===== src/rtl/dbg_sel_pkg.sv =====
package dbg_sel_pkg;
  localparam int unsigned SIG_W      = 16;
  localparam logic [15:0] SWITCH_SIG = 16'h79E7;
  localparam int unsigned RUN_MIN    = 51;

  typedef enum logic [1:0] {
    ST_HUNT,
    ST_SIG,
    ST_TRAIL,
    ST_SWD
  } sel_state_e;
endpackage


===== src/rtl/dbg_run_cnt.sv =====
module dbg_run_cnt #(
  parameter int unsigned RUN_MIN = 51,
  localparam int unsigned CW     = $clog2(RUN_MIN + 1)
) (
  input  logic clk_i,
  input  logic rst_ni,
  input  logic line_i,
  input  logic clr_i,
  output logic run_ok_o,
  output logic near_o
);
  localparam logic [CW-1:0] CNT_MAX  = CW'(RUN_MIN);
  localparam logic [CW-1:0] CNT_NEAR = CW'(RUN_MIN - 1);

  logic [CW-1:0] cnt_q;

  // saturating count of consecutive high samples
  always_ff @(posedge clk_i or negedge rst_ni) begin
    if (!rst_ni)                 cnt_q <= '0;
    else if (clr_i || !line_i)   cnt_q <= '0;
    else if (cnt_q != CNT_MAX)   cnt_q <= cnt_q + 1'b1;
  end

  assign run_ok_o = (cnt_q == CNT_MAX);
  assign near_o   = (cnt_q == CNT_NEAR);

  assert_run_sat_R2: assert property (@(posedge clk_i) disable iff (!rst_ni)
    cnt_q <= CNT_MAX);
  assert_zero_clears_R2: assert property (@(posedge clk_i) disable iff (!rst_ni)
    !line_i |=> !run_ok_o && !near_o);
  assert_clr_restarts_R6: assert property (@(posedge clk_i) disable iff (!rst_ni)
    clr_i |=> !run_ok_o);
endmodule


===== src/rtl/dbg_sig_match.sv =====
module dbg_sig_match #(
  parameter int unsigned SIG_W  = 16,
  parameter logic [SIG_W-1:0] SIG = 16'h79E7,
  localparam int unsigned IW    = $clog2(SIG_W)
) (
  input  logic clk_i,
  input  logic rst_ni,
  input  logic load_i,
  input  logic step_i,
  output logic exp_bit_o,
  output logic last_o
);
  localparam logic [IW-1:0] IDX_START = IW'(SIG_W - 2);

  logic [IW-1:0] idx_q;

  // MSB is consumed by the hunt state; start at the next bit
  always_ff @(posedge clk_i or negedge rst_ni) begin
    if (!rst_ni)      idx_q <= '0;
    else if (load_i)  idx_q <= IDX_START;
    else if (step_i)  idx_q <= idx_q - 1'b1;
  end

  assign exp_bit_o = SIG[idx_q];
  assign last_o    = (idx_q == '0);

  assert_no_wrap_R3: assert property (@(posedge clk_i) disable iff (!rst_ni)
    step_i |-> !last_o);
  assert_single_ctl_R3: assert property (@(posedge clk_i) disable iff (!rst_ni)
    !(load_i && step_i));
endmodule


===== src/rtl/dbg_mode_sel.sv =====
module dbg_mode_sel
  import dbg_sel_pkg::*;
#(
  parameter int unsigned RUN_LEN = RUN_MIN,
  parameter logic [SIG_W-1:0] SIG_VAL = SWITCH_SIG
) (
  input  logic clk_i,
  input  logic rst_ni,
  input  logic dio_i,
  output logic swd_mode_o,
  output logic sig_hit_o,
  output logic switch_done_o
);
  sel_state_e state_q, state_d;
  logic run_ok, near, exp_bit, last;
  logic load, step, clr, hit_d, done_d;
  logic mode_q, hit_q, done_q;

  dbg_run_cnt #(.RUN_MIN(RUN_LEN)) i_run_cnt (
    .clk_i    (clk_i),
    .rst_ni   (rst_ni),
    .line_i   (dio_i),
    .clr_i    (clr),
    .run_ok_o (run_ok),
    .near_o   (near)
  );

  dbg_sig_match #(.SIG_W(SIG_W), .SIG(SIG_VAL)) i_sig_match (
    .clk_i     (clk_i),
    .rst_ni    (rst_ni),
    .load_i    (load),
    .step_i    (step),
    .exp_bit_o (exp_bit),
    .last_o    (last)
  );

  always_comb begin
    state_d = state_q;
    load    = 1'b0;
    step    = 1'b0;
    clr     = 1'b0;
    hit_d   = 1'b0;
    done_d  = 1'b0;
    unique case (state_q)
      ST_HUNT: begin
        // first low after a satisfied run is signature bit MSB (0)
        if (!dio_i && run_ok) begin
          state_d = ST_SIG;
          load    = 1'b1;
        end
      end
      ST_SIG: begin
        if (dio_i != exp_bit) begin
          state_d = ST_HUNT;
        end else if (last) begin
          state_d = ST_TRAIL;
          clr     = 1'b1;
          hit_d   = 1'b1;
        end else begin
          step = 1'b1;
        end
      end
      ST_TRAIL: begin
        if (!dio_i) begin
          state_d = ST_HUNT;
        end else if (near) begin
          state_d = ST_SWD;
          done_d  = 1'b1;
        end
      end
      ST_SWD: ;
      default: state_d = ST_HUNT;
    endcase
  end

  always_ff @(posedge clk_i or negedge rst_ni) begin
    if (!rst_ni) begin
      state_q <= ST_HUNT;
      mode_q  <= 1'b0;
      hit_q   <= 1'b0;
      done_q  <= 1'b0;
    end else begin
      state_q <= state_d;
      mode_q  <= mode_q | done_d;
      hit_q   <= hit_d;
      done_q  <= done_d;
    end
  end

  assign swd_mode_o    = mode_q;
  assign sig_hit_o     = hit_q;
  assign switch_done_o = done_q;

  assert_done_with_mode_R7: assert property (@(posedge clk_i) disable iff (!rst_ni)
    switch_done_o |-> swd_mode_o && !$past(swd_mode_o));
  assert_done_pulse_R7: assert property (@(posedge clk_i) disable iff (!rst_ni)
    switch_done_o |=> !switch_done_o);
  assert_rise_has_done_R7: assert property (@(posedge clk_i) disable iff (!rst_ni)
    $rose(swd_mode_o) |-> switch_done_o);
  assert_hit_pulse_R5: assert property (@(posedge clk_i) disable iff (!rst_ni)
    sig_hit_o |=> !sig_hit_o);
  assert_hit_needs_jtag_R8: assert property (@(posedge clk_i) disable iff (!rst_ni)
    sig_hit_o |-> !swd_mode_o);
  assert_mode_sticky_R8: assert property (@(posedge clk_i) disable iff (!rst_ni)
    swd_mode_o |=> swd_mode_o && !sig_hit_o);
endmodule


===== config.mk =====
export PLATFORM = sky130hd
export DESIGN_NAME = dbg_mode_sel
export DESIGN_NICKNAME = d
export VERILOG_FILES = /design/src/rtl/dbg_sel_pkg.sv /design/src/rtl/dbg_run_cnt.sv /design/src/rtl/dbg_sig_match.sv /design/src/rtl/dbg_mode_sel.sv
export SDC_FILE = /design/constraint.sdc
export NUM_CORES = 1
export LEC_CHECK = 0
export BUFFER_PORTS_ARGS = -buffer_cell sky130_fd_sc_hd__buf_2
export CAP_MARGIN = 20
export CORE_MARGIN = 4
export CORE_UTILIZATION = 57
export CTS_BUF_LIST = sky130_fd_sc_hd__clkbuf_16
export DETAILED_ROUTE_END_ITERATION = 10
export PLACE_DENSITY = 0.75
export SLEW_MARGIN = 20
export SYNTH_ARGS = -nofsm -noshare
export SYNTH_HDL_FRONTEND = slang
export SYNTH_SLANG_ARGS = --single-unit

===== constraint.sdc =====
create_clock -name clk_i -period 2.3 [get_ports clk_i]
set_clock_uncertainty 0.05 [all_clocks]
set_input_delay 0.23 -clock clk_i [delete_from_list [all_inputs] [get_ports clk_i]]
set_output_delay 0.23 -clock clk_i [all_outputs]
set_load 0.01 [all_outputs]

Yosys cells after proc, flatten, opt, wreduce, memory -nomap -nowiden
Memory sizes are Yosys's and may differ from the RTL's.
Index checks and enable logic that the tools add are counted.
W data, S select, Z words.
{"block": "word_totals", "mem_count": 1, "in_bits": 3, "romBits": 16, "word_cells": 51, "reg_bits": 15}
{"name": "(no name shown)", "depth": 16, "word_bits": 1, "rd": 1, "rd_ports_with_merged_regs": 0, "write_ports": 0, "line_no": "dbg_sig_match.sv:24", "source": "assign exp_bit_o = SIG[idx_q];"}
{"block": "op_classes", "n_reduce_logical": 9, "n_bitwise": 1, "muxes": 22, "eq_ne": 9, "n_addsub": 2, "n_lt_le_gt_ge": 1}
{"cell": "$eq A6 B6 Y1 const B", "n": 2}
{"cell": "$mux W1", "n": 12}
{"cell": "$mux W6", "n": 2}
{"cell": "$mux W2", "n": 5}
{"cell": "$mux W4", "n": 2}
{"cell": "$add A6 B1 Y6 const B", "n": 1}
{"cell": "$ne A3 B2 Y1 const B", "n": 2}
{"cell": "$ne A6 B6 Y1 const B", "n": 1}
{"cell": "$pmux W2 S3", "n": 1}
{"cell": "$lt A4 B5 Y1 const B", "n": 1}
{"cell": "$logic_not A4 Y1", "n": 1}
{"cell": "$reduce_and A4 Y1", "n": 1}
{"cell": "$reduce_bool A2 Y1", "n": 2}
{"cell": "$sub A4 B1 Y4 const B", "n": 1}
{"cell": "$reduce_bool A3 Y1", "n": 1}
{"cell": "$eq A2 B1 Y1 const B", "n": 1}
{"cell": "$eq A2 B2 Y1 const B", "n": 1}
{"cell": "$logic_not A2 Y1", "n": 1}
{"cell": "$ne A2 B2 Y1 const B", "n": 1}
{"cell": "$logic_and A1 B1 Y1", "n": 1}
{"cell": "$logic_not A1 Y1", "n": 1}
{"cell": "$logic_or A1 B1 Y1", "n": 1}
{"cell": "$ne A1 B1 Y1", "n": 1}
{"cell": "$or A1 B1 Y1", "n": 1}

Longest topological paths before layout
{"block": "logic_depth", "ltp_word": 7, "depth_mapped": 8, "mapped_depth_nobuf": 7}

Cells and area by module
Synthesis repeated with hierarchy kept, for this count alone.
{"block": "unflattened", "hier_cells": 91, "area_unflattened_um2": 925.9}
{"module": "dbg_run_cnt", "cells_each": 34, "area_per_inst_um2": 344.1, "n_inst": 1}
{"module": "dbg_mode_sel", "cells_each": 31, "area_per_inst_um2": 311.5, "n_inst": 1}
{"module": "dbg_sig_match", "cells_each": 26, "area_per_inst_um2": 270.3, "n_inst": 1}

Least setup slack after synthesis
OpenSTA, ideal clock, no wires.
{"block": "synth_timing", "kind": "flip-flop to flip-flop", "from": "reg i_sig_match.idx_q[0]", "to": "reg i_sig_match.idx_q[3]", "stages_incl_launch_ff": 9, "required_ns": 2.181, "setup_time_ns": 0.069, "period_less_slack_ns": 1.899, "setup_slack_ns": 0.401, "t_arrival_ns": 1.780, "path_cell_list": "dfrtp_1 -> inv_1 -> ha_1 -> mux2i_1 -> xor2_1 -> a2bb2oi_1 -> buf_6 -> or4_1 -> nand3_1"}
{"block": "synth_between", "elab_chain_len": 6, "elab_cells_between_ends": 11}
{"item": "from (decl)", "line_no": "dbg_sig_match.sv:15", "source": "logic [IW-1:0] idx_q;"}
{"item": "from (signal assigned)", "line_no": "dbg_sig_match.sv:21", "source": "else if (step_i) idx_q <= idx_q - 1'b1;"}
{"item": "$mem_v2 Z16 W1"}
{"item": "$mux W1 (implied by the code)", "line_no": "dbg_sig_match.sv:24"}
{"item": "$ne A1 B1 Y1", "line_no": "dbg_mode_sel.sv:53", "source": "if (dio_i != exp_bit) begin"}
{"item": "$mux W1", "line_no": "dbg_mode_sel.sv:53"}
{"item": "$mux W1", "line_no": "dbg_mode_sel.sv:44", "source": "unique case (state_q)"}
{"item": "$reduce_bool A2 Y1 (no source line)"}
Parallel ways exist; a longest one is shown, timed or not. The select of a mux whose other input is x is not followed.
A chain may end at the register's enable or synchronous reset.

Worst setup path in the final report
Same ends and word-level chain as after synthesis.

==> impl_metrics.json <==
{
  "rr_worst_depth": 8,
  "startpoint_type": "flip-flop",
  "vias": 616,
  "dp_hpwl_um": 1109,
  "overflow": 0,
  "crit_chain": "inv_1, ha_1, mux2i_1, xor2_1, a2bb2oi_1, buf_4, or4_1, nand3_1",
  "drv_slew": 0,
  "drc": 0,
  "drive_above_1_share": 0.1579,
  "synth_nets": 95,
  "grt_pass1_vias": 647,
  "yosys_warnings": 0,
  "multi_input_area_um2": 449.2,
  "path_class": "reg -> reg",
  "crit_cells": 8,
  "use_met1": 0.2163,
  "required_ns": 2.43,
  "netlist_area_um2": 862.1,
  "powerDensity_nw_per_um2": 712.5,
  "cts_setup_buffers": 0,
  "num_io_pins": 6,
  "use_met3": 0.04598,
  "status": "finished, final reports clean",
  "clkSinkCount": 15,
  "clock_path_buffers": 2,
  "yosysSeqAreaShare": 0.4354,
  "area_delta_synth_final_pct": 15.97,
  "grt_busiest_layer": "met2",
  "die_area_um2": 2199,
  "clk_latency_ns": 0.24,
  "endpoint_kind": "flip-flop",
  "critPathSlowestCell": "or4_1",
  "vdd_ir_drop_max_mv": 0.4455,
  "place_inst": 105,
  "cts_buffers": 3,
  "clock.fmax_mhz": 486.3,
  "critPathMaxStageDelay_ns": 0.51,
  "die_height_um": 46.89,
  "diodes": 0,
  "period_minus_slack_ns": 2.056,
  "synth.distinct_cells": 29,
  "period_share": 0.8941,
  "fin_area_um2": 999.7,
  "final-seq-area_um2": 375.4,
  "fp.coreArea_um2": 1366,
  "grtUsageTotal": 0.1792,
  "fin_cells": 110,
  "routed_wl_um": 1527,
  "max-cap-violations": 0,
  "post_dp_cell_area_um2": 909.6,
  "tightest_slew_ns": 0.3564,
  "ant_nets": 0,
  "clk_pin_slew_worst_paths_ns": 0.05,
  "nets": 107,
  "die_x_um": 46.89,
  "avgSynthCellArea_um2": 10.26,
  "clockRootBuffer": "clkbuf_16",
  "start_util": 0.6310,
  "grt_pass1_wl_um": 2718,
  "htree_num_levels": 1,
  "path_max_fanout": 9,
  "synth_seq_cells": 15,
  "min_path_cells": 3,
  "setup_viol": 0,
  "synth_cells": 84,
  "tns_ns": 0,
  "cp.buffers_inverters": 2,
  "ff2ff_setup_slack_ns": 0.24,
  "drt-pass1-iter-count": 4,
  "cts-resized-gates": 0,
  "leakage_nw": 0.4600,
  "antenna_found_initial": 0,
  "hold_violations": 0,
  "cts_tree": "done",
  "hold_path_class": "in -> reg",
  "viasPerCell": 5.600,
  "drtIter0Drc": 5,
  "io_buffer_count": 5,
  "critPathArrivalTime_ns": 2.18,
  "wl_per_cell_um": 13.88,
  "grt_max_degree": 16,
  "cp_top_family": "simple AND/OR/NAND/NOR gates",
  "use_met2": 0.2927,
  "slew_headroom": 0.7606,
  "hold_buffers": 1,
  "rsz0062_at_grt": "no",
  "gp_congestion": 0.7590,
  "rows": 13,
  "nFillCells": 103
}
-- cell families after synthesis --
group	after synthesis	share of synthesized area
adder cells (fa/ha/maj)	8	0.1161
AO/OA/AOI/OAI	13	0.1002
XOR/XNOR	7	0.07112
multiplexers	4	0.04935
AND/OR/NAND/NOR	29	0.1843
buffers and inverters	8	0.04355
flip-flops	15	0.4354
-- worst paths after layout --
path                                       from              endpoint
min in group asynchronous                rst_ni  i_sig_match.idx_q[1]
setup reg to reg           i_sig_match.idx_q[0]  i_sig_match.idx_q[3]
hold reg to reg                      swd_mode_o            swd_mode_o
hold / removal                            dio_i         switch_done_o
setup / recovery           i_sig_match.idx_q[0]  i_sig_match.idx_q[3]
max in group asynchronous                rst_ni    i_run_cnt.cnt_q[1]
-- synthesized netlist by cell type --
cell type   n  area share
dfrtp_1    15        0.44
ha_1        8        0.12
inv_1       7       0.030
nand2_1     7       0.030
nor2_1      6       0.026
o21ai_0     4       0.023
xnor2_1     4       0.041
nand3_1     3       0.017
xor2_1      3       0.030
a21oi_1     2       0.012
mux2_2      2       0.026
mux2i_1     2       0.023
nand3b_1    2       0.017
nor2b_1     2       0.015
nor3b_1     2       0.017
or3_1       2       0.015
a211oi_1    1      0.0087
a21boi_0    1      0.0087
a21boi_1    1      0.0087
a2bb2oi_1   1       0.010
and4bb_2    1       0.015
buf_6       1       0.013
nand4b_1    1       0.010
nor3_1      1      0.0058
o211ai_1    1      0.0087
o221ai_1    1       0.010
o311ai_0    1       0.010
or2_2       1      0.0073
or4_1       1      0.0087
-- per-layer routing --
| layer | part of all wire | wire (um) |
|---|---|---|
| met3 | 0.029 | 45 |
| met4 | 0.0079 | 12 |
| met2 | 0.49 | 749 |
| met5 | 0 | 0 |
| met1 | 0.47 | 720 |
-- state kept, by name, summed over array words and instances (netlist names) --
signal	flops
i_run_cnt.cnt_q	6
switch_done_o	1
i_sig_match.idx_q	4
swd_mode_o	1
sig_hit_o	1
state_q	2
-- where the power goes --
part           internal [W]  switching, W  total (W)  leakage, nW
Clock              0.000232      0.000107   0.000339       0.0409
Sequential         0.000278     0.0000167   0.000295        0.198
Combinational     0.0000384     0.0000398  0.0000782        0.221
-- worst min-delay path: cells and delay by family --
kind | cells | cell delay (ns)
AND/OR/NAND/NOR | 2 | 0.16
buffers and inverters | 1 | 0.14
-- cell type report --
type / instances / area share
multi-input combinational: 61 / 0.4493
clock inverter: 1 / 0.005006
timing repair buffer: 8 / 0.05006
clock buffer: 3 / 0.07509
tap: 15 / 0.01877
inverter: 7 / 0.02628
sequential: 15 / 0.3755
-- metrics by stage --
step           hold slack [ns]  setup slack [ns]    util   power, W
6_report                0.2786            0.2436  0.7317  0.0007123
5_1_grt                 0.3152           0.08988  0.7317  0.0007432
4_1_cts                 0.2806            0.2387  0.7317  0.0007169
3_5_place_dp           0.09982            0.2524  0.6658  0.0003766
3_3_place_gp           0.09939            0.3189  0.6658  0.0003731
2_1_floorplan          -0.1156            0.4009       -  0.0003517
-- cells in the final DEF, fill, tap and decap left out --
cell type / n
dfrtp_1: 15
ha_1: 8
inv_1: 7
nand2_1: 7
nor2_1: 6
buf_2: 5
xnor2_1: 4
o21ai_0: 4
xor2_1: 3
nand3_1: 3
clkbuf_16: 3
mux2i_1: 2
nor2b_1: 2
or3_1: 2
a21oi_1: 2
mux2_2: 2
nand3b_1: 2
nor3b_1: 2
buf_4: 2
a2bb2oi_1: 1
nor3_1: 1
and4bb_2: 1
or2_2: 1
nand4b_1: 1
a21boi_1: 1
o221ai_1: 1
a21boi_0: 1
a211oi_1: 1
or4_1: 1
o211ai_1: 1
o311ai_0: 1
clkinv_2: 1
dlygate4sd3_1: 1
(Power assumes the default switching activity.)
